$ cat config.mk
export PLATFORM = sky130hd
export DESIGN_NAME = nb_mul
export DESIGN_NICKNAME = d
export VERILOG_FILES = /design/src/rtl/nb_mul_pkg.sv /design/src/rtl/nb_mul_digit.sv /design/src/rtl/nb_mul_ctrl.sv /design/src/rtl/nb_mul.sv
export SDC_FILE = /design/constraint.sdc
export NUM_CORES = 1
export LEC_CHECK = 0
export BUFFER_PORTS_ARGS = -buffer_cell sky130_fd_sc_hd__buf_2
export CAP_MARGIN = 20
export CORE_UTILIZATION = 59
export CTS_BUF_LIST = sky130_fd_sc_hd__clkbuf_16
export CTS_CLUSTER_SIZE = 16
export DETAILED_ROUTE_END_ITERATION = 10
export PLACE_DENSITY = 0.87
export SLEW_MARGIN = 40
export SYNTH_ARGS = -nofsm -noshare
export SYNTH_HDL_FRONTEND = slang
export SYNTH_SLANG_ARGS = --single-unit
$ cat constraint.sdc
create_clock -name clk_i -period 1.82 [get_ports clk_i]
set_input_delay 0.364 -clock clk_i [delete_from_list [all_inputs] [get_ports clk_i]]
set_output_delay 0.364 -clock clk_i [all_outputs]
set_load 0.05 [all_outputs]
$ cat src/rtl/nb_mul_pkg.sv
package nb_mul_pkg;

  typedef enum logic [1:0] {
    CMD_NOP  = 2'd0,
    CMD_LOAD = 2'd1,
    CMD_MUL  = 2'd2,
    CMD_SQR  = 2'd3
  } nb_cmd_e;

  // 2^e reduced modulo p
  function automatic int pow2_mod(input int e, input int p);
    int r;
    r = 1;
    for (int i = 0; i < e; i++) r = (r * 2) % p;
    return r;
  endfunction

  // Coefficient of the lowest basis element in beta_u * beta_v for a
  // type II optimal normal basis of degree m (prime p = 2m+1).
  function automatic logic term_hit(input int u, input int v, input int m);
    int p, e_sum, e_dif;
    logic h_sum, h_dif;
    p     = 2 * m + 1;
    e_sum = (pow2_mod(u, p) + pow2_mod(v, p)) % p;
    e_dif = (pow2_mod(u, p) - pow2_mod(v, p) + p) % p;
    h_sum = (e_sum == 1) || (e_sum == p - 1);
    h_dif = (e_dif == 1) || (e_dif == p - 1);
    return h_sum ^ h_dif;
  endfunction

endpackage

$ cat src/rtl/nb_mul_digit.sv
// One accumulation step: every result slot absorbs one cross-product term,
// then accumulator and both operands rotate up by one coefficient position.
module nb_mul_digit #(
  parameter int M = 5
) (
  input  logic         en_i,
  input  logic [M-1:0] a_i,
  input  logic [M-1:0] b_i,
  input  logic [M-1:0] acc_i,
  output logic [M-1:0] a_o,
  output logic [M-1:0] b_o,
  output logic [M-1:0] acc_o
);

  function automatic logic [M*M-1:0] build_matrix();
    logic [M*M-1:0] r;
    r = '0;
    for (int s = 0; s < M; s++)
      for (int v = 0; v < M; v++)
        r[s*M+v] = nb_mul_pkg::term_hit(s, v, M);
    return r;
  endfunction

  localparam logic [M*M-1:0] LMAT = build_matrix();

  logic [M-1:0] b_view [M];
  logic [M-1:0] term;
  logic [M-1:0] sum;

  for (genvar s = 0; s < M; s++) begin : g_slot
    for (genvar v = 0; v < M; v++) begin : g_b
      assign b_view[s][v] = b_i[(v + s) % M];
    end
    assign term[s] = a_i[(2 * s) % M] & (^(LMAT[s*M +: M] & b_view[s]));
  end

  assign sum   = acc_i ^ term;
  assign acc_o = en_i ? {sum[M-2:0], sum[M-1]} : acc_i;
  assign a_o   = en_i ? {a_i[M-2:0], a_i[M-1]} : a_i;
  assign b_o   = en_i ? {b_i[M-2:0], b_i[M-1]} : b_i;

endmodule

$ cat src/rtl/nb_mul_ctrl.sv
module nb_mul_ctrl #(
  parameter int M = 5,
  parameter int D = 2
) (
  input  logic         clk_i,
  input  logic         rst_i,
  input  logic [1:0]   cmd_i,
  output logic         busy_o,
  output logic         last_o,
  output logic         done_o,
  output logic [D-1:0] step_en_o
);
  import nb_mul_pkg::*;

  localparam int N  = (M + D - 1) / D;
  localparam int CW = (N > 1) ? $clog2(N) : 1;

  logic          busy_q;
  logic          done_q;
  logic [CW-1:0] cnt_q;

  assign last_o = busy_q && (cnt_q == CW'(N - 1));

  always_ff @(posedge clk_i) begin
    if (rst_i) begin
      busy_q <= 1'b0;
      done_q <= 1'b0;
      cnt_q  <= '0;
    end else begin
      done_q <= 1'b0;
      if (busy_q) begin
        if (last_o) begin
          busy_q <= 1'b0;
          done_q <= 1'b1;
          cnt_q  <= '0;
        end else begin
          cnt_q <= cnt_q + 1'b1;
        end
      end else if (nb_cmd_e'(cmd_i) == CMD_MUL) begin
        busy_q <= 1'b1;
        cnt_q  <= '0;
      end
    end
  end

  for (genvar d = 0; d < D; d++) begin : g_en
    assign step_en_o[d] = busy_q && ((int'(cnt_q) * D + d) < M);
  end

  assign busy_o = busy_q;
  assign done_o = done_q;

endmodule

$ cat src/rtl/nb_mul.sv
module nb_mul #(
  parameter int M = 5,
  parameter int D = 2
) (
  input  logic         clk_i,
  input  logic         rst_i,
  input  logic [1:0]   cmd_i,
  input  logic [M-1:0] din_i,
  output logic [M-1:0] dout_o,
  output logic         busy_o,
  output logic         done_o
);
  import nb_mul_pkg::*;

  // port order is highest power first; internal order is coefficient index
  function automatic logic [M-1:0] flip(input logic [M-1:0] x);
    logic [M-1:0] r;
    for (int i = 0; i < M; i++) r[i] = x[M-1-i];
    return r;
  endfunction

  logic [M-1:0] a_q, b_q, c_q;
  logic         sel_b_q;
  logic         busy, last;
  logic [D-1:0] step_en;

  logic [M-1:0] a_ch [D+1];
  logic [M-1:0] b_ch [D+1];
  logic [M-1:0] c_ch [D+1];

  nb_mul_ctrl #(.M(M), .D(D)) u_ctrl (
    .clk_i     (clk_i),
    .rst_i     (rst_i),
    .cmd_i     (cmd_i),
    .busy_o    (busy),
    .last_o    (last),
    .done_o    (done_o),
    .step_en_o (step_en)
  );

  assign a_ch[0] = a_q;
  assign b_ch[0] = b_q;
  assign c_ch[0] = c_q;

  for (genvar d = 0; d < D; d++) begin : g_step
    nb_mul_digit #(.M(M)) u_digit (
      .en_i  (step_en[d]),
      .a_i   (a_ch[d]),
      .b_i   (b_ch[d]),
      .acc_i (c_ch[d]),
      .a_o   (a_ch[d+1]),
      .b_o   (b_ch[d+1]),
      .acc_o (c_ch[d+1])
    );
  end

  always_ff @(posedge clk_i) begin
    if (rst_i) begin
      a_q     <= '0;
      b_q     <= '0;
      c_q     <= '0;
      sel_b_q <= 1'b0;
    end else if (busy) begin
      a_q <= last ? c_ch[D] : a_ch[D];
      b_q <= b_ch[D];
      c_q <= c_ch[D];
    end else begin
      case (nb_cmd_e'(cmd_i))
        CMD_LOAD: begin
          if (sel_b_q) b_q <= flip(din_i);
          else         a_q <= flip(din_i);
          sel_b_q <= ~sel_b_q;
        end
        CMD_MUL: begin
          c_q     <= '0;
          sel_b_q <= 1'b0;
        end
        CMD_SQR: a_q <= {a_q[M-2:0], a_q[M-1]};
        default: ;
      endcase
    end
  end

  assign dout_o = flip(a_q);
  assign busy_o = busy;

endmodule

# == Yosys cells after proc, flatten, opt, wreduce, memory -nomap -nowiden ==
# Index checks and enable logic that the tools add are counted.
# W data, S select, Z words.
# totals
register_bits,20
input_bits,9
out_inout_bits,7
wordCells,75
# op_classes
addsub,2
n_lt_le_gt_ge,2
eq_ne,5
mux,23
n_bitwise,14
reduce_logical,22
# op_table
op,n
$mux W5,14
$reduce_xor A5 Y1,10
$lt A32 B4 Y1 const B,1
$and A1 B1 Y1,10
$pmux W5 S2,1
$xor A5 B5 Y5,2
$reduce_bool A2 Y1,4
$eq A2 B2 Y1 const B,3
$mux W2,3
$reduce_and A2 Y1,3
$add A3 B1 Y4 const B,1
$mux W1,4
$logic_and A1 B1 Y1,3
$lt A3 B3 Y1 const B,1
$ne A3 B2 Y1 const B,1
$reduce_bool A3 Y1,1
$add A2 B1 Y2 const B,1
$eq A2 B1 Y1 const B,1
$not A1 Y1,2
$pmux W1 S2,1
$reduce_or A2 Y1,1

# == Logic depth before layout (Yosys ltp) ==
# Gate-level depths: netlist of the first run.
# logic_depth
ltp_word,9
depth_mapped,8
mapped_depth_nobuf,7

# == By module ==
# A second synthesis of the first run with hierarchy kept.
# hier_totals
hier_cells,220
area_unflattened_um2,1686.6
# modules_own_cells
mod,instances,cells_per_inst,area_each_um2,seq_area_each_um2
nb_mul,1,111,934.6,320.3
nb_mul_digit,2,45,290.3,0.0
nb_mul_ctrl,1,19,171.4,80.1

# == Worst setup path after synthesis of the first run ==
# No wires, ideal clock.
# synth_timing
kind,flip-flop to flip-flop
startpoint,"reg u_ctrl.busy_q, in the netlist u_ctrl.busy_o"
endpoint,reg c_q[3]
setup_ns,0.122
arrival_time_ns,1.629
required_time_ns,1.698
slack_ns,0.069
stages_incl_launch_ff,7
n_path_buf,1
synth_period_minus_slack_ns,1.751
path_cell_list,dfxtp_1 -> buf_4 -> a21bo_4 -> a211o_1 -> nand3_2 -> xnor2_1 -> o21ai_1
# synth_via
elab_chain_len,7
word_cells_on_any_way,11
classes_between,mux (5); bitwise (2); reduce/logical (4)
# synth_rtl
element,line_no,rtl
"start, declared",nb_mul_ctrl.sv:18,logic busy_q;
"start signal, assigned",nb_mul_ctrl.sv:26,busy_q <= 1'b0;
"start signal, assigned",nb_mul_ctrl.sv:33,busy_q <= 1'b0;
"start signal, assigned",nb_mul_ctrl.sv:40,busy_q <= 1'b1;
$logic_and A1 B1 Y1,nb_mul_ctrl.sv:47,assign step_en_o[d] = busy_q && ((int'(cnt_q) * D + d) < M);
$mux W5,nb_mul_digit.sv:40,"assign b_o = en_i ? {b_i[M-2:0], b_i[M-1]} : b_i;"
$reduce_xor A5 Y1,nb_mul_digit.sv:34,assign term[s] = a_i[(2 * s) % M] & (^(LMAT[s*M +: M] & b_view[s]));
$and A1 B1 Y1,nb_mul_digit.sv:34,
$xor A5 B5 Y5,nb_mul_digit.sv:37,assign sum = acc_i ^ term;
$mux W5,nb_mul_digit.sv:38,"assign acc_o = en_i ? {sum[M-2:0], sum[M-1]} : acc_i;"
$mux W5,nb_mul.sv:63,end else if (busy) begin
"end signal, assigned",nb_mul.sv:66,c_q <= c_ch[D];
"end, declared",nb_mul.sv:22,"logic [M-1:0] a_q, b_q, c_q;"
# Parallel ways exist; a longest one is shown, timed or not.
# A chain may end at the register's enable or synchronous reset.

# == Worst setup path after layout of the first run ==
# layout_timing
startpoint,reg b_q[4]
endpoint,reg c_q[0]
# layout_via
elab_chain_len,7
# layout_rtl
element,line_no,rtl
"start, declared",nb_mul.sv:22,
"start signal, assigned",nb_mul.sv:65,b_q <= b_ch[D];
"start signal, assigned",nb_mul.sv:70,if (sel_b_q) b_q <= flip(din_i);
$reduce_xor A5 Y1,nb_mul_digit.sv:34,
$and A1 B1 Y1,nb_mul_digit.sv:34,
$xor A5 B5 Y5,nb_mul_digit.sv:37,
$mux W5,nb_mul_digit.sv:38,
$xor A5 B5 Y5,nb_mul_digit.sv:37,
$mux W5,nb_mul_digit.sv:38,
$mux W5,nb_mul.sv:63,
# No other way between the ends.

==> results of run 1 <==
==> state kept, by name, indices dropped and copies added, names as in the netlist <==
| name | count |
|---|---|
| a_q | 5 |
| b_q | 5 |
| c_q | 5 |
| sel_b_q | 1 |
| u_ctrl.busy_o | 1 |
| u_ctrl.cnt_q | 2 |
| u_ctrl.done_o | 1 |
==> worst max-delay path, stage by stage (launching register included) <==
cell,delay (ns)
dfxtp_1,0.54
and2b_1,0.23
o21ai_2,0.09
xnor2_2,0.24
xnor2_1,0.13
o31a_1,0.25
==> layer usage <==
metal / global-route usage, % / routed length (µm)
met5: 0 / 0
met4: 11.8 / 73
met3: 4.68 / 242
met2: 45.6 / 1920
met1: 34.5 / 1690
==> power groups by stage <==
stage / combinational [µW] / sequential (µW) / clock [µW]
finish: 331 / 532 / 621
CTS: 330 / 530 / 619
global placement: 321 / 538 / 0
detailed placement: 326 / 540 / 0
floorplan: 239 / 549 / 0
global route: 362 / 537 / 647
==> worst paths after layout <==
| path | start | endpoint | slack, ns | cells after the start |
|---|---|---|---|---|
| hold / removal | din_i[1] | b_q[3] | 0.42 | 3 |
| setup / recovery | b_q[4] | c_q[0] | 0.23 | 5 |
| setup reg to reg | b_q[4] | c_q[0] | 0.23 | 5 |
| hold reg to reg | b_q[2] | b_q[2] | 0.57 | 2 |
==> metrics by stage <==
stage / instances / utilization, % / hold slack (ns) / setup WS, ns
final: 258 / 68.7 / 0.421 / 0.228
after global placement: 254 / 64.9 / 0.545 / 0.197
after CTS: 258 / 68.7 / 0.428 / 0.246
after detailed placement: 254 / 64.9 / 0.550 / 0.133
after floorplan: 213 / - / 0.463 / 0.0688
after global routing: 258 / 68.7 / 0.440 / 0.146
==> logic make-up (layout without fill, tap and decap cells) <==
logic type                 after synthesis  after routing
xor gates and xnor gates                14             14
DFF                                     20             20
buffers and inverters                   28             42
AOI/OAI and AO/OA                       69             69
adders and majority gates                3              3
muxes                                    8              8
and+or+nand+nor                         71             71
==> final cells by class <==
cell class,count,area (µm²),share of cell area [%]
clock buffers,3,75.1,4.00
clock inverters,1,30.0,1.60
inverters,10,37.5,2.00
multi-input cells,165,1120,59.8
flip-flops and latches,20,400,21.3
well taps,31,38.8,2.07
repair buffers,28,173,9.19
==> Yosys cell counts (2+ instances only) <==
cell type | n | area share (%)
nor2_1 | 18 | 4.0
o21ai_2 | 2 | 1.0
or3_1 | 3 | 1.1
buf_4 | 6 | 2.7
a21oi_1 | 22 | 6.5
nand4b_1 | 2 | 1.0
xor2_2 | 3 | 2.9
o21ai_0 | 11 | 3.3
nor2b_1 | 5 | 1.9
buf_2 | 4 | 1.2
o21ai_1 | 2 | 0.59
inv_1 | 9 | 2.0
nor3_1 | 3 | 0.89
o211ai_1 | 4 | 1.8
xor2_1 | 2 | 1.0
a311oi_1 | 3 | 1.6
o32ai_1 | 2 | 1.0
a22oi_1 | 5 | 2.2
xnor2_1 | 7 | 3.6
mux2i_1 | 8 | 4.7
nand2_1 | 20 | 4.5
nand2b_1 | 3 | 1.1
ha_1 | 3 | 2.2
buf_6 | 4 | 2.7
nand3_1 | 6 | 1.8
a31oi_1 | 4 | 1.5
clkbuf_1 | 4 | 0.89
dfxtp_1 | 20 | 24
==> flow_metrics.tcl, run 1 <==
set metrics [dict create \
    core_mm2 0.00273 \
    wl_um 3930 \
    ioPinCount 16 \
    ys_seq_area_share_pct 23.7 \
    synthArstFlopShare_pct 0 \
    power_density_mw_per_mm2 790 \
    synth_top_family_by_area "compound AO/OA/AOI/OAI gates" \
    power_frac_comb_pct 22.3 \
    grt_pass1_vias 1457 \
    synth_edf_count 0 \
    clock-sinks 20 \
    clk_pin_slew_worst_paths_ns 0.06 \
    grt_max_degree 23 \
    finalCriticalPeriod_ns 1.59 \
    fin_crit_sh_pct 87.5 \
    final_cell_mix "a21oi_1, nand2_1, dfxtp_1, nor2_1, buf_2" \
    dp_hpwl_um 2840 \
    antenna_found_initial 0 \
    finalMaxSlewViolations 0 \
    io_buffers 15 \
    final_antenna_net_count 0 \
    avgSynthCellArea_um2 7.92 \
    syn-cell-area_mm2 0.00169 \
    globalplace.congestion 0.871 \
    grt-ovfl-total 0 \
    cts_tree "built" \
    required_ns 1.97 \
    p_sw_uw 447 \
    die_x_um 55.5 \
    status "finished, final reports clean" \
    hold_buffers 0 \
    fin_area_mm2 0.00188 \
    synth_simple_gate_area_share_pct 21.6 \
    max_slew_margin_pct 66.3 \
    ctsResizeCount 0 \
    total_power_uw 1480 \
    synthAdderAreaFrac_pct 2.23 \
    worst_pin_slew_ns 0.506 \
    vdd_drop_max_mv 0.749 \
    num-fill-cells 220 \
    p_seq_share_pct 35.9 \
    dr_total_vias 1582 \
    pwr-share-clk_pct 41.8 \
    chipHeight_um 55.5 \
    ys.flop_type "dfxtp_1" \
    routedWlPerCell_um 15.2 \
    p_int_uw 1040 \
    clock-skew-final_ns 0.00291 \
    rsz0062_at_grt "no" \
    syn_nets 225 \
    end_kind "register" \
    postPlaceCellArea_mm2 0.00177 \
    finalSetupViolCount 0 \
    area_delta_synth_final_pct 11.4 \
    track_usage_pct 27.3 \
    ys_warn_count 0 \
    layout-drive-gt1-share_pct 21.6 \
    muxShareOfSynthArea_pct 4.75 \
    antenna_cells 0 \
    initial_core_util_pct 61.7 \
    clock_latency_ns 0.26 \
    firstDrtPassIters 5 \
    max_freq_mhz 628 \
    layout_commonest_cell "a21oi_1" \
    cts_buffers 3 \
    post-cts-setup-buffers 0 \
    worstPathArrival_ns 1.74 \
    crit_type "reg2reg" \
    fp.dieArea_mm2 0.00308 \
    finalHoldViolCount 0 \
    tns_ns 0 \
    switching_share_pct 30.1 \
    cp_max_fo 9 \
    hp-class "in2reg" \
    cap_viol_max_count 0 \
    nNetsFinal 240 \
    critPathLaunchType "register" \
    synth_compound_area_share_pct 27.9 \
    synth_xor_xnor_area_share_pct 10.2 \
    synthCells 213 \
    ctsHtreeMaxLevel 1 \
    synth.distinct_cells 56 \
    p_leak_uw 0.000716 \
    root_buffer "clkbuf_16" \
    grt_pass1_wl_um 6630 \
    synth_seq_cells 20 \
    drtIter0Drc 52 \
    rows 19 \
    via_per_inst 6.13 \
    clockBufferDepth 2 \
    drc_errors 0 \
]
Note: power is estimated with default switching activity, not from simulation.
==> run 2, diff against run 1 <==
SYNTH_HIERARCHICAL = 1   (was default)
==> run 2 against run 1 <==
  * The flow now finishes with violations (negative setup slack)
  * Total power increased by 24%
  * Core utilization increased by 19 points
  * Clock-buffer cell count unchanged
  * Largest cell class unchanged
  * Largest power group is now combinational logic
==> flow_metrics.tcl, run 2 <==
set metrics [dict create \
    ioPinCount 16 \
    dp_hpwl_um 3280 \
    io_buffers 15 \
    violations "negative setup slack" \
    clock-skew-final_ns 0.0167 \
    fp.dieArea_mm2 0.00308 \
    ys_warn_count 6 \
    synth_top_area_share_pct 23.7 \
    yosysMostFrequentCell "dfxtp_1" \
    worst_path_max_delay_cell "or3_4" \
    synth_edf_count 0 \
    rsz0062_at_grt "yes" \
    core_mm2 0.00273 \
    required_ns 1.97 \
    syn-cell-area_mm2 0.00169 \
    drtIter0Drc 318 \
    vdd_drop_max_mv 0.796 \
    area_delta_synth_final_pct 42.7 \
    max_freq_mhz 398 \
    ys_seq_area_share_pct 23.7 \
    end_kind "register" \
    finalHoldViolCount 0 \
    largestRegisters "a_q: 5 flops, b_q: 5 flops, c_q: 5 flops" \
    final_antenna_net_count 0 \
    clockBufferDepth 2 \
    cts_tree "built" \
    status "complete, but fails checks" \
    power_density_mw_per_mm2 767 \
    max_slew_margin_pct 72.0 \
    ys.flop_type "dfxtp_1" \
    firstDrtPassIters 5 \
    synth.distinct_cells 38 \
    synthCells 220 \
    cap_viol_max_count 0 \
    grt_pass1_wl_um 9630 \
    finalSetupViolCount 14 \
    ctsHtreeMaxLevel 1 \
    drc_errors 0 \
    routedWlPerCell_um 22.6 \
    layout-drive-gt1-share_pct 41.0 \
    critPathLaunchType "register" \
    setup_ws_ns -0.695 \
    crit_type "reg2reg" \
    p_leak_uw 0.00104 \
    fin_area_mm2 0.00241 \
    postPlaceCellArea_mm2 0.00200 \
    layout_commonest_cell "buf_4" \
    final_cell_mix "buf_4, nor2_1, dfxtp_1, buf_2" \
    hp-class "in2reg" \
    synthArstFlopShare_pct 0 \
    nNetsFinal 286 \
    num-fill-cells 127 \
    dr_total_vias 2136 \
    antenna_cells 0 \
    crit_chain "inv_4 > a21oi_4 > buf_6 > mux2_4 > xor2_2 > and4b_1 > or3_4 > mux2i_1 > a21o_1 > a21oi_2" \
    initial_core_util_pct 61.7 \
    grt-ovfl-total 0 \
    root_buffer "clkbuf_16" \
    clock-sinks 20 \
    wl_um 6860 \
    clock_latency_ns 0.27 \
    worstPathArrival_ns 2.66 \
    via_per_inst 7.03 \
    yosys.area.top_type "dfxtp_1" \
    crit_path_max_incr_delay_ns 0.39 \
    globalplace.congestion 0.913 \
    grt_max_degree 39 \
    finalMaxSlewViolations 0 \
    antenna_found_initial 0 \
    finalCriticalPeriod_ns 2.52 \
    pre_cts_ws_ns -0.491 \
    cts_buffers 3 \
    yosys-top-cells-area "dfxtp_1, mux2_2, a31oi_1, nor2_1, a21oi_1" \
    rows 19 \
    avgSynthCellArea_um2 7.67 \
    cp_max_fo 5 \
    worst_pin_slew_ns 0.421 \
    track_usage_pct 40.5 \
    clk_pin_slew_worst_paths_ns 0.07 \
    synth_seq_cells 20 \
    fin_crit_sh_pct 138 \
    syn_nets 232 \
    total_power_uw 1850 \
    synth_common_cells "dfxtp_1, nor2_1, a31oi_1, mux2_2" \
    tns_ns -4.79 \
    chipHeight_um 55.5 \
    die_x_um 55.5 \
    grt_pass1_vias 1909 \
]
-- run 2: cell types whose count changed after synthesis, sizes merged, moves of 5 or more --
cell	previous run	this run
mux2	0	15
a31oi	4	15
a21oi	22	13
nand2	21	12
a22oi	5	0
and3	0	5
nor3b	1	6
o211ai	5	0
or3	3	8
-- run 2: cell type report --
| cell class | instances | area [µm²] | area share [%] |
|---|---|---|---|
| multi-input cells | 169 | 1280 | 53.1 |
| repair buffers | 68 | 528 | 21.9 |
| flip-flops and latches | 20 | 410 | 17.0 |
| clock buffers | 3 | 75.1 | 3.12 |
| inverters | 12 | 47.5 | 1.98 |
| well taps | 31 | 38.8 | 1.61 |
| clock inverters | 1 | 30.0 | 1.25 |
-- run 2: repair_timing --
item | 4_1_cts | 5_1_grt
hold buffers | 0 | 0
pin swaps | 11 | 7
buffers inserted | 12 | 3
setup endpoints to repair | 15 | 15
gates cloned | 1 | 1
gates resized for setup | 25 | 19
-- run 2: path summary, 6_finish.rpt --
check	startpoint	endpoint	slack, ns	cells past startpoint
max	u_ctrl/busy_o	a_q[4]	-0.70	10
min	din_i[1]	a_q[3]	0.39	3
max reg2reg	u_ctrl/busy_o	a_q[4]	-0.70	10
min reg2reg	sel_b_q	sel_b_q	0.66	2
-- run 2: cell families (layout without fill, tap and decap cells) --
group,after synthesis,after routing,share of synthesized area (%)
fa+ha+maj,3,3,2.23
simple gates,79,80,26.3
flops,20,20,23.7
xor+xnor,10,10,5.19
compound gates,55,56,19.5
mux,20,20,13.0
buf+inv,33,84,10.1
-- run 2: stage by stage --
step                      cells  hold slack [ns]  utilization, %
after floorplan             220            0.426               -
after global placement      284            0.553            73.2
after detailed placement    284            0.601            73.2
after CTS                   301            0.402            84.2
after global routing        304            0.408            88.1
final                       304            0.395            88.1
-- run 2: power by group --
group	leakage [µW]	switching [µW]	total (µW)	internal (µW)
Sequential	0.000166	42.0	510	468
Combinational	0.000824	375	696	321
Clock	0.0000511	202	640	438
Total	0.00104	618	1850	1230
-- run 2: critical path: cells and delay by family (launching register included) --
kind            cells  cell delay (ns)
flops               1             0.36
simple gates        2             0.59
xor+xnor            1             0.17
buf+inv             2             0.20
mux                 2             0.52
compound gates      3             0.54
-- run 2: per-layer routing --
layer	GRT usage, %	up-vias	wire length [µm]
li1	-	888	-
met1	48.6	961	2380
met2	62.1	216	3010
met3	9.84	71	894
met4	30.4	0	578
met5	0	-	0
==> run 3, diff against run 2 <==
clock period = 2.7 ns   (was 1.82 ns; I/O delays follow)
==> run 3 against run 2 <==
  * The flow now finishes without violations
  * Hold slack better by 0.17 ns
  * Maximum frequency up 2.3%
  * Clock-buffer cell count unchanged
  * Core utilization down 23 points
  * Flip-flop and latch count unchanged
  * Total power down 50%
  * Register-to-register slack better by 0.94 ns
==> flow_metrics.tcl, run 3 (synthesis results as in run 2) <==
set metrics [dict create \
    fin_area_mm2 0.00178 \
    grt-ovfl-total 0 \
    finalSetupViolCount 0 \
    final_cell_mix "nor2_1, dfxtp_1, a31oi_1, buf_2, mux2_2" \
    setup_ws_ns 0.241 \
    ioPinCount 16 \
    critPathMostFrequentCell "inv_1" \
    ctsHtreeMaxLevel 1 \
    area_delta_synth_final_pct 5.64 \
    root_buffer "clkbuf_16" \
    io_buffers 15 \
    pwr-share-clk_pct 33.2 \
    worst_pin_slew_ns 0.445 \
    firstDrtPassIters 5 \
    p_seq_share_pct 37.9 \
    switching_share_pct 33.1 \
    crit_family "compound AO/OA/AOI/OAI gates" \
    required_ns 2.88 \
    num-fill-cells 244 \
    clock_latency_ns 0.25 \
    cap_viol_max_count 0 \
    grt_max_degree 39 \
    clock-sinks 20 \
    finalMaxSlewViolations 0 \
    rsz0062_at_grt "no" \
    p_sw_uw 306 \
    power_density_mw_per_mm2 520 \
    die_x_um 55.5 \
    finalHoldViolCount 0 \
    clock-skew-final_ns 0.00170 \
    post-cts-setup-buffers 0 \
    dr_total_vias 1590 \
    regArea_um2 402 \
    core_mm2 0.00273 \
    drc_errors 0 \
    ctsResizeCount 0 \
    end_kind "register" \
    dp_hpwl_um 2750 \
    clockBufferDepth 2 \
    worst-path-buf-inv 3 \
    critPathLaunchType "register" \
    antenna_cells 0 \
    layout-drive-gt1-share_pct 17.7 \
    hold_buffers 0 \
    stdcell_count 251 \
    crit_path_max_incr_delay_ns 0.38 \
    cts_buffers 3 \
    initial_core_util_pct 61.7 \
    drtIter0Drc 155 \
    p_int_uw 620 \
    rows 19 \
    fin_crit_sh_pct 91.1 \
    p_leak_uw 0.000707 \
    grt_pass1_wl_um 6380 \
    postPlaceCellArea_mm2 0.00170 \
    fp.dieArea_mm2 0.00308 \
    clk_pin_slew_worst_paths_ns 0.05 \
    finalCriticalPeriod_ns 2.46 \
    tns_ns 0 \
    worst_path_max_delay_cell "or3_1" \
    max_freq_mhz 407 \
    wl_um 3940 \
    antenna_found_initial 0 \
    routedWlPerCell_um 15.7 \
    max_slew_margin_pct 70.3 \
    track_usage_pct 26.0 \
    total_power_uw 926 \
    chipHeight_um 55.5 \
    worstPathArrival_ns 2.63 \
    grt_pass1_vias 1383 \
    largestRegisters "a_q: 5 flops, b_q: 5 flops, c_q: 5 flops" \
    power_frac_comb_pct 28.9 \
    cp_max_fo 16 \
    crit_type "reg2reg" \
    globalplace.congestion 0.940 \
    crit_chain "inv_1 > a21oi_4 > buf_4 > nand2_1 > o21ai_0 > inv_1 > or3_1 > a31oi_1 > mux2i_1 > a32o_1 > nor3_1" \
    cts_tree "built" \
    dpl.cell_count 247 \
    pre_cts_ws_ns 0.227 \
    vdd_drop_max_mv 0.532 \
    status "finished, final reports clean" \
    hp-class "reg2reg" \
    final_antenna_net_count 0 \
    multi_input_area_mm2 0.00113 \
    nNetsFinal 233 \
    via_per_inst 6.33 \
]
-- run 3: changes by cell type in the layout (fill, tap and decap cells not counted), moves of 4 or more --
cell     change
buf_6        -8
a31oi_1      +4
buf_4       -41
mux2_2       +8
a21oi_1      +4
a21oi_2      -4
mux2_4       -8
-- run 3: power by group through the flow --
stage	clock network [µW]	logic [µW]	registers, µW
2_1_floorplan	0	229	345
3_3_place_gp	0	254	354
3_5_place_dp	0	259	355
4_1_cts	313	262	349
5_1_grt	326	291	353
6_report	308	268	351
-- run 3: layout make-up --
type | count | share of cell area [%]
Multi-Input combinational cell | 167 | 63.3
Sequential cell | 20 | 22.5
Timing Repair Buffer | 17 | 5.06
Clock buffer | 3 | 4.21
Inverter | 12 | 2.53
Tap cell | 31 | 2.18
Clock inverter | 1 | 0.211
-- run 3: worst paths after layout --
kind / startpoint / end / slack (ns) / depth (start not counted)
setup / recovery: u_ctrl/busy_o / a_q[0] / 0.24 / 11
hold / removal: a_q[3] / a_q[3] / 0.56 / 2
setup reg to reg: u_ctrl/busy_o / a_q[0] / 0.24 / 11
hold reg to reg: a_q[3] / a_q[3] / 0.56 / 2
-- run 3: tightest hold or removal path, stage by stage (launching register included) --
cell and delay, ns:
dfxtp_1 0.36, nand3_1 0.09, a31oi_1 0.07
-- run 3: per-stage QoR --
stage	hold slack, ns	utilization [%]
after floorplan	0.476	-
after global placement	0.497	62.0
after detailed placement	0.515	62.0
after CTS	0.522	64.9
after global routing	0.590	65.2
final	0.562	65.2
-- run 3: layer usage --
layer  track usage (%)  part of all wire [%]  vias up
met3              3.04                   8.0       10
met5                 0                     0        -
met4              12.9                   2.1        0
met1              35.6                    45      710
li1                  -                     -      776
met2              40.3                    45       94
